===== src/rtl/dqi_pkg.sv =====
`timescale 1ns/1ps
package dqi_pkg;
  typedef enum logic [1:0] {
    SEL_NONE   = 2'd0,
    SEL_HEAD   = 2'd1,
    SEL_BYPASS = 2'd2
  } dqi_sel_e;
endpackage


===== src/rtl/dqi_fifo.sv =====
`timescale 1ns/1ps
module dqi_fifo #(
  parameter int AW    = 16,
  parameter int DEPTH = 4
) (
  input  logic          clk_i,
  input  logic          rst_ni,
  input  logic          push_i,
  input  logic [AW-1:0] data_i,
  input  logic          pop_i,
  output logic [AW-1:0] head_o,
  output logic          empty_o,
  output logic          full_o
);
  localparam int PTR_W = (DEPTH > 1) ? $clog2(DEPTH) : 1;
  localparam int CNT_W = $clog2(DEPTH + 1);
  localparam logic [PTR_W-1:0] LAST = PTR_W'(DEPTH - 1);
  localparam logic [CNT_W-1:0] FULL = CNT_W'(DEPTH);

  logic [AW-1:0]    mem_q [DEPTH];
  logic [PTR_W-1:0] wr_q, rd_q;
  logic [CNT_W-1:0] cnt_q;

  function automatic logic [PTR_W-1:0] bump(input logic [PTR_W-1:0] p);
    return (p == LAST) ? '0 : p + PTR_W'(1);
  endfunction

  always_ff @(posedge clk_i) begin
    if (push_i) mem_q[wr_q] <= data_i;
  end

  always_ff @(posedge clk_i or negedge rst_ni) begin
    if (!rst_ni) begin
      wr_q  <= '0;
      rd_q  <= '0;
      cnt_q <= '0;
    end else begin
      if (push_i) wr_q <= bump(wr_q);
      if (pop_i)  rd_q <= bump(rd_q);
      unique case ({push_i, pop_i})
        2'b10:   cnt_q <= cnt_q + CNT_W'(1);
        2'b01:   cnt_q <= cnt_q - CNT_W'(1);
        default: cnt_q <= cnt_q;
      endcase
    end
  end

  assign head_o  = mem_q[rd_q];
  assign empty_o = (cnt_q == '0);
  assign full_o  = (cnt_q == FULL);
endmodule


===== src/rtl/dqi_sel.sv =====
`timescale 1ns/1ps
module dqi_sel
  import dqi_pkg::*;
#(
  parameter int AW = 16
) (
  input  logic          busy_i,
  input  logic          empty_i,
  input  logic          in_fire_i,
  input  logic [AW-1:0] in_addr_i,
  input  logic [AW-1:0] head_i,
  output dqi_sel_e      sel_o,
  output logic          push_o,
  output logic          pop_o,
  output logic          inv_valid_o,
  output logic [AW-1:0] inv_addr_o
);
  // Head of queue wins over a new arrival to keep arrival order.
  always_comb begin
    sel_o = SEL_NONE;
    if (!busy_i) begin
      if (!empty_i)       sel_o = SEL_HEAD;
      else if (in_fire_i) sel_o = SEL_BYPASS;
    end
  end

  assign pop_o       = (sel_o == SEL_HEAD);
  assign push_o      = in_fire_i && (sel_o != SEL_BYPASS);
  assign inv_valid_o = (sel_o != SEL_NONE);
  assign inv_addr_o  = (sel_o == SEL_BYPASS) ? in_addr_i : head_i;
endmodule


===== src/rtl/dqi_fence.sv =====
`timescale 1ns/1ps
module dqi_fence (
  input  logic req_i,
  input  logic empty_i,
  input  logic applying_i,
  output logic ack_o
);
  assign ack_o = req_i && empty_i && !applying_i;
endmodule


===== src/rtl/inval_defer_q.sv =====
`timescale 1ns/1ps
module inval_defer_q
  import dqi_pkg::*;
#(
  parameter int AW    = 16,
  parameter int DEPTH = 4
) (
  input  logic          clk_i,
  input  logic          rst_ni,
  input  logic          snp_valid_i,
  input  logic [AW-1:0] snp_addr_i,
  output logic          snp_ready_o,
  input  logic          tag_busy_i,
  output logic          inv_valid_o,
  output logic [AW-1:0] inv_addr_o,
  input  logic          fence_req_i,
  output logic          fence_ack_o
);
  logic          empty, full, fire, push, pop;
  logic [AW-1:0] head;
  dqi_sel_e      sel;

  assign snp_ready_o = !full;
  assign fire        = snp_valid_i && snp_ready_o;

  dqi_fifo #(.AW(AW), .DEPTH(DEPTH)) u_fifo (
    .clk_i   (clk_i),
    .rst_ni  (rst_ni),
    .push_i  (push),
    .data_i  (snp_addr_i),
    .pop_i   (pop),
    .head_o  (head),
    .empty_o (empty),
    .full_o  (full)
  );

  dqi_sel #(.AW(AW)) u_sel (
    .busy_i      (tag_busy_i),
    .empty_i     (empty),
    .in_fire_i   (fire),
    .in_addr_i   (snp_addr_i),
    .head_i      (head),
    .sel_o       (sel),
    .push_o      (push),
    .pop_o       (pop),
    .inv_valid_o (inv_valid_o),
    .inv_addr_o  (inv_addr_o)
  );

  dqi_fence u_fence (
    .req_i      (fence_req_i),
    .empty_i    (empty),
    .applying_i (inv_valid_o),
    .ack_o      (fence_ack_o)
  );

  logic sel_unused;
  assign sel_unused = ^sel;
endmodule


===== config.mk =====
export PLATFORM = sky130hd
export DESIGN_NAME = inval_defer_q
export DESIGN_NICKNAME = d
export VERILOG_FILES = /design/src/rtl/dqi_pkg.sv /design/src/rtl/dqi_fifo.sv /design/src/rtl/dqi_sel.sv /design/src/rtl/dqi_fence.sv /design/src/rtl/inval_defer_q.sv
export SDC_FILE = /design/constraint.sdc
export NUM_CORES = 1
export LEC_CHECK = 0
export BUFFER_PORTS_ARGS = -buffer_cell sky130_fd_sc_hd__buf_4
export CORE_ASPECT_RATIO = 1.75
export CORE_MARGIN = 5
export CORE_UTILIZATION = 57
export CTS_CLUSTER_DIAMETER = 120
export DETAILED_ROUTE_END_ITERATION = 16
export GPL_TIMING_DRIVEN = 1
export PLACE_DENSITY_LB_ADDON = 0.08
export SYNTH_ARGS = -nofsm -noshare
export SYNTH_HDL_FRONTEND = slang
export SYNTH_SLANG_ARGS = --single-unit

===== constraint.sdc =====
create_clock -name clk_i -period 2.5 [get_ports clk_i]
set_input_delay 0.625 -clock clk_i [delete_from_list [all_inputs] [get_ports clk_i]]
set_output_delay 0.625 -clock clk_i [all_outputs]
set_load 0.01 [all_outputs]

# == After elaboration in Yosys (flattened, before gate mapping) ==
# Memory sizes are Yosys's and may differ from the RTL's.
# Index checks and enable logic that the tools add are counted.
# word_totals
reg_bits,7
latchBits,0
ram_bits,64
romBits,0
inputBits,21
out_inout_bits,19
wordCells,34
mem_count,1
# op_classes
addsub,4
multipliers,0
div,0
order_cmp,0
eq_ne,8
n_shift,0
n_mux,9
bitwise,0
n_reduce_logical,9
# mem_list
name,words,width,rd,rd_ports_with_merged_regs,write_ports,line,rtl
u_fifo.mem_q,4,16,1,0,1,dqi_fifo.sv:20,logic [AW-1:0] mem_q [DEPTH];
# ops
op,n
$mux W16,1
$mux W2,5
$eq A2 B2 Y1 const B,4
$pmux W3 S2,1
$add A2 B1 Y2 const B,2
$eq A2 B1 Y1 const B,2
$logic_and A1 B1 Y1,4
$reduce_bool A2 Y1,2
$add A3 B1 Y3 const B,1
$eq A3 B3 Y1 const B,1
$logic_not A3 Y1,1
$sub A3 B1 Y3 const B,1
$logic_not A1 Y1,2
$mux W1,2
$ne A2 B2 Y1 const B,1

# == Logic depth before layout (Yosys ltp) ==
# Gate-level depths: netlist of run 1.
# logic_depth
word_depth,10
mapped_depth,9
mapped_depth_nobuf,9

# == Modules after synthesis ==
# A second synthesis of run 1 with hierarchy kept.
# unflattened
hier_cells,150
hier_area_um2,3065.4
# by_module_without_submodules
module,n_inst,cells_per_inst,area_per_inst_um2,seq_area_each_um2
dqi_fifo,1,122,2768.9,2097.0
dqi_sel,1,25,277.8,0.0
inval_defer_q,1,2,10.0,0.0
dqi_fence,1,1,8.8,0.0

# == Worst setup path before layout of run 1 ==
# No wires, ideal clock.
# synth_path
path_kind,reg2out
start,reg u_fifo.rd_q[1]
end,out inv_addr_o[9]
arrival_ps,1426
required_time_ps,1875
slack_ps,449
path_stages_with_launch,5
path_buffers,2
cell_sequence,dfrtp_1 -> clkbuf_1 -> buf_2 -> mux4_1 -> mux2_1
# synth_via
elab_chain_cells,2
# synth_lines
element,line,rtl
"start, declared",dqi_fifo.sv:21,"logic [PTR_W-1:0] wr_q, rd_q;"
"start signal, assigned",dqi_fifo.sv:39,if (pop_i) rd_q <= bump(rd_q);
$mem_v2 Z4 W16,-,
$mux W16,dqi_sel.sv:30,assign inv_addr_o = (sel_o == SEL_BYPASS) ? in_addr_i : head_i;
"end, declared",inval_defer_q.sv:15,"output logic [AW-1:0] inv_addr_o,"
# No other way between the ends.

# == Worst setup path after layout of run 1 ==
# layout_path
start,reg u_fifo.rd_q[0]
end,out inv_addr_o[8]
# The elaborated chain is that of the path after synthesis.

==> results.md, run 1 <==
* Clk sinks at 71
* Hold_buf cts at 0
* CP Class: reg -> out
* CTS Buf Count at 9
* Initial Util at 0.583
* Detailed-route DRC error count at 0
* Setup Skew at 0.00865 ns
* Fin. max-slew vios at 0
* CP peak stage delay at 0.55 ns
* Post-synthesis cell count at 147
* CP Capture Type: output port
* Max-slew headroom at 0.736
* Clock power share at 0.227
* Status: finished with violations
* Drt pass-1 iters at 4
* Layout area overhead at 25.9%
* YS warnings at 0
* Clk_lat worst skew at 0.34 ns
* Yosys cell types at 25
* VDD IR-drop max at 0.000700 V
* Largest area contributor in the netlist: edfxtp_1
* Die footprint at 0.00699 sq mm
* Via density at 5.74
* Max-Cap Viols at 0
* Critical path, cell by cell: buf_8 -> mux4_1 -> mux2_1 -> buf_4
* Synth top area cells: edfxtp_1, mux4_1, mux4_2
* Final hold violations at 0
* Root Buffer: clkbuf_8
* CP Max Fanout at 5
* Gpl congestion at 0.700
* WL/cell at 21.0 microns
* Die Y at 107 microns
* Comb pwr share at 0.415
* Worst EP required at 1.88 ns
* RSZ-0062 raised after global routing: true
* Largest net degree at the start of global routing at 17
* Global-route wire length before repair at 9.05 mm
* H-tree Lvls at 3
* Sw Ratio at 0.281
* Top-Level Pins at 40
* CP max-delay cell: mux4_1
* Fin Hold WS at 0.0894 ns
* F_max at 396 MHz
* Seq/Total Area, Yosys at 0.685
* Final setup violation count at 7
* Clk slew on worst S/H paths at 0.07 ns
* Sequential share of power at 0.358
* Detailed-route via count at 1,533
* HP Class: in -> async
* CP Data Arrival Time at 1.90 ns
* Initial antenna violation count at 0
* Tot Pwr at 0.00474 W
* Post-DP HPWL at 3.92 mm
* Yosys reg bits at 71
* Tcrit/Tclk final at 1.01
* CTS tree: done
* Final net count at 235
* Initial DRC Count at 63
* Worst slew pin tran at 0.396 ns
* CP startpoint kind: flop
* Leak at 1.51 nW
* Share of the synthesized area in the top cell type at 0.628
* Std-Cell Rows at 35
* Internal at 0.00341 W
* Min setup slack post-route at -0.0276 ns
* Power Density at 1230 mW/mm^2
* Failing checks: negative setup slack
* Crit path time final at 2.53 ns
* GRT overflow at 0
* Buffers on Ports at 39
* Bufs on Longest Clock Path at 2
* Area of the core at 0.00526 sq mm
* DRT antenna net count at 0
* NetSw at 0.00133 W
* Post-Syn Nets at 175
* Mapped Area at 0.00306 sq mm
* Ant. Diodes at 0
* Layout cells sized above 1 at 0.491
* Setup TNS at -0.116 ns
* Die Wd at 65.4 microns
* Vias in the first global route at 1,744
* DRT Wirelength at 5.61 mm
* Total GRT Usage at 0.184
* Syn_area_per_cell at 20.8 sq um
## path summary, 6_finish.rpt
kind / cells past startpoint / startpoint / end / slack (ns)
worst max-delay path: 4 / u_fifo.rd_q[0] / inv_addr_o[8] / -0.03
worst min register to register: 1 / u_fifo.wr_q[1] / u_fifo.wr_q[1] / 0.58
min in group clk_i: 1 / snp_addr_i[2] / u_fifo.mem_q[1][2] / 0.49
worst min-delay path: 1 / rst_ni / u_fifo.rd_q[0] / 0.09
max in group asynchronous: 1 / rst_ni / u_fifo.rd_q[1] / 2.28
worst max register to register: 9 / u_fifo.cnt_q[2] / u_fifo.cnt_q[2] / 0.29
## synthesized netlist by cell type
cell type / instances
dfrtp_1: 7
ha_1: 6
o21ai_0: 2
nor3_4: 1
and2_1: 4
mux4_2: 8
mux4_1: 8
and3_1: 1
nand2_1: 2
xnor2_1: 1
buf_12: 1
clkbuf_1: 1
buf_2: 1
buf_6: 2
inv_1: 6
xor2_1: 2
mux2_1: 2
a21boi_1: 1
fa_1: 1
nand3b_4: 1
mux2_4: 8
nand2b_1: 2
nor2_1: 5
mux2_2: 10
edfxtp_1: 64
## power groups by stage
| stage | registers [W] | logic, W | clock network [W] |
|---|---|---|---|
| floorplan | 0.00168 | 0.00108 | 0 |
| global placement | 0.00168 | 0.00162 | 0 |
| detailed placement | 0.00171 | 0.00169 | 0 |
| CTS | 0.00170 | 0.00197 | 0.00109 |
| global route | 0.00172 | 0.00213 | 0.00115 |
| finish | 0.00170 | 0.00197 | 0.00108 |
## placed cells by master, fill, tap and decap left out, drive strengths merged
cell type,count
a21boi,1
and2,4
and3,1
buf,54
bufinv,3
clkbuf,10
clkinv,2
dfrtp,7
edfxtp,64
fa,1
ha,6
inv,7
mux2,20
mux4,16
nand2,2
nand2b,2
nand3b,1
nor2,5
nor3,1
o21ai,2
xnor2,1
xor2,2
## what timing repair did
item                       CTS  global route
setup endpoints to repair   16            15
pin swaps                    1             0
setup buffers                4             1
gates resized for setup     27             3
## area by class of cell
| cell class | instances | area (sq um) |
|---|---|---|
| Clock buffer | 10 | 128 |
| Clock inverter | 6 | 108 |
| Fill cell | 326 | 1400 |
| Inverter | 6 | 22.5 |
| Multi-Input combinational cell | 65 | 891 |
| Sequential cell | 71 | 2100 |
| Tap cell | 55 | 68.8 |
| Timing Repair Buffer | 54 | 541 |
## worst max-delay path, delay by kind of cell (launching register included)
kind	cells	cell delay [ns]
buf+inv	2	0.30
flops	1	0.40
mux	2	0.86
## cells by family (layout without fill, tap and decap cells)
family | after synthesis | in the layout | synth area share
AOI/OAI and AO/OA | 3 | 3 | 0.00572
xor gates and xnor gates | 3 | 3 | 0.00858
adders and majority gates | 7 | 7 | 0.0311
buffers and inverters | 11 | 76 | 0.0241
DFF | 71 | 71 | 0.685
muxes | 36 | 36 | 0.211
and+or+nand+nor | 16 | 16 | 0.0347
## sequential cells by signal, indices dropped and copies added, names as in the netlist
name / count
u_fifo.rd_q: 2
u_fifo.mem_q: 64
u_fifo.cnt_q: 3
u_fifo.wr_q: 2
## per-layer routing
metal  vias up  share of wire  track usage
li1        701              -            -
met1       791           0.37        0.205
met2        36           0.58        0.326
met3         5          0.042       0.0524
met4         0          0.013       0.0668
met5         -              0            0
## per-stage QoR
| stage | setup WS (ns) | util | std cells | area, sq um |
|---|---|---|---|---|
| floorplan | 0.449 | - | 147 | 3060 |
| global placement | 0.211 | 0.663 | 246 | 3480 |
| detailed placement | 0.172 | 0.663 | 246 | 3480 |
| CTS | -0.0493 | 0.730 | 266 | 3840 |
| global route | -0.0980 | 0.734 | 267 | 3850 |
| finish | -0.0276 | 0.734 | 267 | 3850 |
Note: power is estimated with default switching activity, not from simulation.
==> run 2, diff against run 1 <==
CORE_MARGIN = 1   (was 5)
CORE_UTILIZATION = 51   (was 57)
clock period = 2.2 ns   (was 2.5 ns; I/O delays follow)
==> run 2 against run 1 <==
Net effect: the run still ends with negative setup slack left; core utilization shrank 7.5 points; clock power shrank 12%; non-clock buffer count grew 1; combinational power grew 12%; die area shrank 9.5%; highest routed layer unchanged; cell count grew 9.0%; clock skew shrank 0.0020 ns.
==> results.md, run 2 (same netlist as run 1, synthesis figures left out) <==
* DRT antenna net count at 0 (unchanged)
* Power Density at 1330 mW/mm^2 (+8.0%)
* CP Buf/Inv Count at 2 (unchanged)
* F_max at 417 MHz
* Top layer in use: met4
* Layout cells sized above 1 at 0.507 (+0.0165)
* Global-route wire length before repair at 8.59 mm (-5.1%)
* Final net count at 236 (+0.43%)
* CP max-delay cell: mux4_2
* Die footprint at 0.00633 sq mm (-9.5%)
* Std-Cell Rows at 37 (+5.7%)
* Metal2 WL at 3.04 mm (-6.1%)
* Failing checks: negative setup slack
* Vias in the first global route at 1,746 (+0.11%)
* Detailed-route via count at 1,524 (-0.59%)
* CTS Buf Count at 9 (unchanged)
* H-tree Lvls at 3 (unchanged)
* FF+latch area at 0.00210 sq mm (+0.18%)
* Status: finished with violations
* Most flop-heavy register: u_fifo.mem_q
* Top-Level Pins at 40 (unchanged)
* Final setup violation count at 16 (+9)
* VDD IR-drop max at 0.000692 V (-1.1%)
* Detailed-route DRC error count at 0 (unchanged)
* CP startpoint kind: flop
* Flip-flop count of the largest register after layout at 64 (unchanged)
* Final Core Density at 0.658 (-0.0753)
* HP Class: in -> reg
* CP Capture Type: output port
* Initial antenna violation count at 0 (unchanged)
* CP Data Arrival Time at 1.85 ns (-0.05 ns)
* RSZ-0062 raised after global routing: true
* CP endpoint: inv_addr_o[4]
* Gpl congestion at 0.690 (-1.5%)
* Critical path, cell by cell: buf_8 -> mux4_2 -> mux2_4 -> buf_6
* Placement Setup Slack at 0.0697 ns (-0.102 ns)
* Bufs on Longest Clock Path at 2 (unchanged)
* Min setup slack post-route at -0.200 ns (-0.172 ns)
* Met3 wire length at 123 microns (-48%)
* Post-DP HPWL at 3.59 mm (-8.3%)
* Flop-to-flop setup slack at 0.34 ns (+0.05 ns)
* Max-Cap Viols at 0 (unchanged)
* Layout area overhead at 25.4%
* Most frequent cells in the layout: edfxtp_1, buf_4, mux4_2, mux2_4, buf_6
* Leak at 1.49 nW (-1.7%)
* Area of the core at 0.00583 sq mm (+11%)
* WL/cell at 18.3 microns (-13%)
* Reg-to-reg endpoint: u_fifo.cnt_q[2]
* Final hold violations at 0 (unchanged)
* CP peak stage delay at 0.51 ns (-0.04 ns)
* GRT overflow at 0 (unchanged)
* Setup Skew at 0.00662 ns (-0.00203 ns)
* Clk slew on worst S/H paths at 0.07 ns (about the same)
* Ant. Diodes at 0 (unchanged)
* CTS tree: done
* Clk_lat worst skew at 0.34 ns (about the same)
* Root Buffer: clkbuf_8
* Die Wd at 60.6 microns (-7.4%)
* Fin. max-slew vios at 0 (unchanged)
* Initial Util at 0.525 (-0.0577)
* CP Class: reg -> out
* Commonest non-fill, non-tap cell in the layout: edfxtp_1
* Tcrit/Tclk final at 1.09
* Final-layout fill cell count at 434 (+33%)
* Multi-input gate area at 891 sq um (unchanged)
* Crit. path cell count at 4 (unchanged)
* Worst reg-to-reg path cell count at 9 (unchanged)
* DRT Wirelength at 5.31 mm (-5.3%)
* Die Y at 105 microns (-2.3%)
* Worst EP required at 1.65 ns (-0.23 ns)
* Clk sinks at 71 (unchanged)
* Max-slew headroom at 0.784 (+0.0477)
* Largest net degree at the start of global routing at 17 (unchanged)
* Drt pass-1 iters at 3 (-1)
* R2R Path Start: u_fifo.cnt_q[0]
* WL met1 at 2.04 mm (-0.97%)
* Buffers on Ports at 39 (unchanged)
* CP Max Fanout at 8 (+3)
* Total GRT Usage at 0.199 (+0.0155)
* Worst slew pin tran at 0.324 ns (-0.0715 ns)
* Setup crit start: u_fifo.rd_q[0]
* Initial DRC Count at 69 (+9.5%)
* Critical path's top delay family: multiplexers
* Crit path time final at 2.40 ns
* Via density at 5.24 (-8.8%)
* Top flop regs: u_fifo.mem_q x64, u_fifo.cnt_q x3
[run 2: cell types whose count changed in the layout (fill, tap and decap cells not counted), sizes merged]
cell / previous run / this run
dlygate4sd3: 0 / 1
bufinv: 3 / 1
clkinvlp: 0 / 1
clkbuf: 10 / 12
inv: 7 / 6
[run 2: how the worst min path moves through the flow]
stage / start / end / slack, ns / cells after the start
floorplan: rst_ni / u_fifo.cnt_q[0] / 0.25 / 0
global placement: rst_ni / u_fifo.rd_q[1] / 0.37 / 1
detailed placement: rst_ni / u_fifo.wr_q[1] / 0.37 / 1
CTS: snp_addr_i[6] / u_fifo.mem_q[1][6] / 0.40 / 1
global route: snp_addr_i[6] / u_fifo.mem_q[3][6] / 0.40 / 1
finish: snp_addr_i[7] / u_fifo.mem_q[3][7] / 0.42 / 1
[run 2: final cells by class]
type                       count  share of cell area
sequential                    71               0.547
multi-input combinational     65               0.232
timing repair buffer          55               0.142
clock buffer                  12              0.0352
tap                           78              0.0254
clock inverter                 4              0.0124
inverter                       6             0.00587
[run 2: layer usage]
metal / GRT usage / vias to the layer above
met3: 0.0522 / 8
met1: 0.226 / 784
met2: 0.336 / 30
met4: 0.0925 / 0
met5: 0 / -
li1: - / 702
[run 2: power breakdown]
group | switching (W) | internal (W)
Combinational | 0.000872 | 0.00134
Clock | 0.000434 | 0.000521
Sequential | 0.000137 | 0.00179
[run 2: what timing repair did]
item | in CTS | in global routing
resized for setup | 25 | 13
cloned | 1 | 0
endpoints found under the setup margin | 16 | 16
buffers inserted | 1 | 1
hold endpoints to repair | 5 | 0
pin swaps | 1 | 1
hold buffers | 1 | 0
[run 2: through the flow]
stage	std cells	cell area, sq um	hold slack [ns]	total power, W	setup TNS (ns)
2_1_floorplan	147	3060	0.254	0.00313	0
3_3_place_gp	272	3550	0.370	0.00380	0
3_5_place_dp	272	3550	0.372	0.00387	0
4_1_cts	291	3820	0.397	0.00512	-3.50
5_1_grt	291	3840	0.399	0.00542	-3.85
6_report	291	3840	0.419	0.00510	-2.66
==> run 3, diff against run 2 <==
ABC_AREA = 1   (was not set)
CORE_UTILIZATION = 52   (was 51)
==> run 3 against run 2 <==
Net effect: the flow now finishes without violations; hold slack got worse by 0.0041 ns; cell count rose by 74%; via count rose by 64%; core utilization fell by 0.38 points; sequential cell count did not move; highest routed layer unchanged.
==> results.md, run 3 <==
* Status: finished clean
* Cell with the most instances after synthesis: nand2_1
* Most flop-heavy register: u_fifo.mem_q
* Setup TNS at 0 ns (+2.66 ns)
* Top flop regs: u_fifo.mem_q x64, u_fifo.cnt_q x3
* Ys flop type: edfxtp_1
* CP Max Fanout at 8 (unchanged)
* Die Wd at 63.3 microns (+4.6%)
* Cell Area, Placed at 0.00389 sq mm (+9.8%)
* Crit path time final at 2.10 ns (-0.295 ns)
* CP Class: reg -> out
* Post-synth EDFFs at 64 (unchanged)
* Most instantiated cells after synthesis: nand2_1, inv_1, edfxtp_1
* CP Capture Type: output port
* Ant. Diodes at 0 (unchanged)
* CTS Buf Count at 9 (unchanged)
* CP startpoint kind: flop
* Largest net degree at the start of global routing at 21 (+4)
* Drt pass-1 iters at 4 (+1)
* Tot Pwr at 0.00522 W (+2.4%)
* Fin. max-slew vios at 0 (unchanged)
* Final hold violations at 0 (unchanged)
* Multi-input gate area at 928 sq um (+4.2%)
* Final Instance Area at 0.00411 sq mm (+7.0%)
* Vias in the first global route at 2,498 (+43%)
* Die Y at 109 microns (+4.6%)
* CTS tree: done
* DRT Wirelength at 7.17 mm (+35%)
* Flip-flop count of the largest register after layout at 64 (unchanged)
* Fin Hold WS at 0.415 ns (-0.00407 ns)
* Most frequent cells in the layout: nand2_1, inv_1, edfxtp_1, nand3_1, buf_4
* Layout area overhead at 19.9%
* Synth top area cells: edfxtp_1, nand2_1, inv_1
* Final net count at 450 (+91%)
* Layout cells sized above 1 at 0.180 (-0.327)
* Final Core Density at 0.655 (-0.00379)
* Die footprint at 0.00693 sq mm (+9.4%)
* WL/cell at 14.1 microns (-23%)
* Global-route wire length before repair at 11.4 mm (+33%)
* Yosys reg bits at 71 (unchanged)
* Worst slew pin tran at 0.236 ns (-0.0882 ns)
* Bufs on Longest Clock Path at 2 (unchanged)
* Clk slew on worst S/H paths at 0.07 ns (about the same)
* Setup Skew at 0.00754 ns (+0.000916 ns)
* Final-layout fill cell count at 524 (+21%)
* Power Density at 1270 mW/mm^2 (-4.3%)
* Mapped Area at 0.00342 sq mm (+12%)
* Root Buffer: clkbuf_8
* Gpl congestion at 0.790 (+15%)
* CP Data Arrival Time at 1.55 ns (-0.30 ns)
* Buffers on Ports at 39 (unchanged)
* Clk sinks at 71 (unchanged)
* Post-synthesis cell count at 367 (+150%)
* YS warnings at 0 (unchanged)
* Yosys cell types at 20 (-20%)
* Initial Util at 0.546 (+0.0208)
* Area of the core at 0.00628 sq mm (+7.6%)
* Post-DP HPWL at 4.43 mm (+23%)
* Leak at 1.99 nW (+34%)
* Max-slew headroom at 0.843 (+0.0588)
* Clk_lat worst skew at 0.34 ns (about the same)
* Commonest non-fill, non-tap cell in the layout: nand2_1
* Initial antenna violation count at 0 (unchanged)
* Worst EP required at 1.65 ns (about the same)
* Share of the synthesized area in the top cell type at 0.561 (-0.0665)
* Detailed-route DRC error count at 0 (unchanged)
* DRT antenna net count at 0 (unchanged)
* Via density at 4.93 (-5.9%)
* F_max at 475 MHz (+14%)
* Std-Cell Rows at 38 (+2.7%)
* Initial DRC Count at 112 (+62%)
* Final setup violation count at 0 (-16)
* Total GRT Usage at 0.227 (+0.0280)
* Largest area contributor in the netlist: edfxtp_1
* Synth async-reset ratio at 0.0986 (unchanged)
* Tcrit/Tclk final at 0.957 (-0.134)
* Max-Cap Viols at 0 (unchanged)
* Syn_area_per_cell at 9.33 sq um (-55%)
* GRT overflow at 0 (unchanged)
* VDD IR-drop max at 0.000693 V (+0.10%)
* H-tree Lvls at 3 (unchanged)
* Detailed-route via count at 2,499 (+64%)
* HP Class: in -> reg
* FF+latch area at 0.00210 sq mm (-0.12%)
* Seq/Total Area, Yosys at 0.612 (-0.0726)
* Top-Level Pins at 40 (unchanged)
* Post-Syn Nets at 395 (+130%)
==> run 3: power by group <==
part	switching, W	internal, W	leakage [nW]
logic	0.00142	0.00101	1.24
registers	0.000126	0.00179	0.669
clock network	0.000438	0.000436	0.0821
==> run 3: cell families after synthesis <==
kind of cell    count (synthesis)  synth area share
simple gates                  188             0.232
flops                          71             0.612
buf+inv                        95             0.117
compound gates                  4           0.00584
fa+ha+maj                       7            0.0278
xor+xnor                        2           0.00512
==> run 3: final cells by class <==
class	instances	share of cell area
Inverter	81	0.0774
Clock inverter	2	0.00213
Sequential cell	71	0.511
Clock buffer	14	0.0372
Multi-Input combinational cell	201	0.226
Tap cell	80	0.0244
Timing Repair Buffer	57	0.121
Timing Repair inverter	1	0.00122
==> run 3: critical path, cell delays in order (launching register included) <==
cell      delay (ns)
dfrtp_1         0.43
nor2_4          0.19
nand2_2         0.13
clkinv_2        0.18
nand3_1         0.09
nand2_1         0.08
buf_4           0.11
==> run 3: final timing paths <==
path / end / cells after the start / slack (ns) / from
max: inv_addr_o[3] / 6 / 0.1 / u_fifo.cnt_q[0]
min: u_fifo.mem_q[0][12] / 1 / 0.41 / snp_addr_i[12]
max reg2reg: u_fifo.cnt_q[2] / 10 / 0.29 / u_fifo.cnt_q[0]
min reg2reg: u_fifo.wr_q[1] / 2 / 0.55 / u_fifo.wr_q[1]
max in group asynchronous: u_fifo.rd_q[0] / 2 / 1.50 / rst_ni
min in group asynchronous: u_fifo.rd_q[1] / 2 / 0.56 / rst_ni
==> run 3: repair_timing <==
| item | in CTS | in global routing |
|---|---|---|
| hold buffers | 1 | 0 |
| resized for setup | 1 | 8 |
| buffers inserted | 0 | 2 |
| setup endpoints to repair | 17 | 17 |
| cloned | 0 | 1 |
| hold endpoints to repair | 5 | 0 |
==> run 3: stage by stage <==
step                cells  setup WS [ns]
global route          507      -0.000642
detailed placement    487          0.174
global placement      487          0.227
CTS                   504         0.0179
floorplan             367          0.165
finish                507         0.0951
==> run 3: layer usage <==
metal / vias to the layer above / global-route usage / share of wire
li1: 1249 / - / -
met1: 1183 / 0.240 / 0.39
met2: 52 / 0.416 / 0.55
met3: 15 / 0.0508 / 0.038
met4: 0 / 0.117 / 0.022
met5: - / 0 / 0
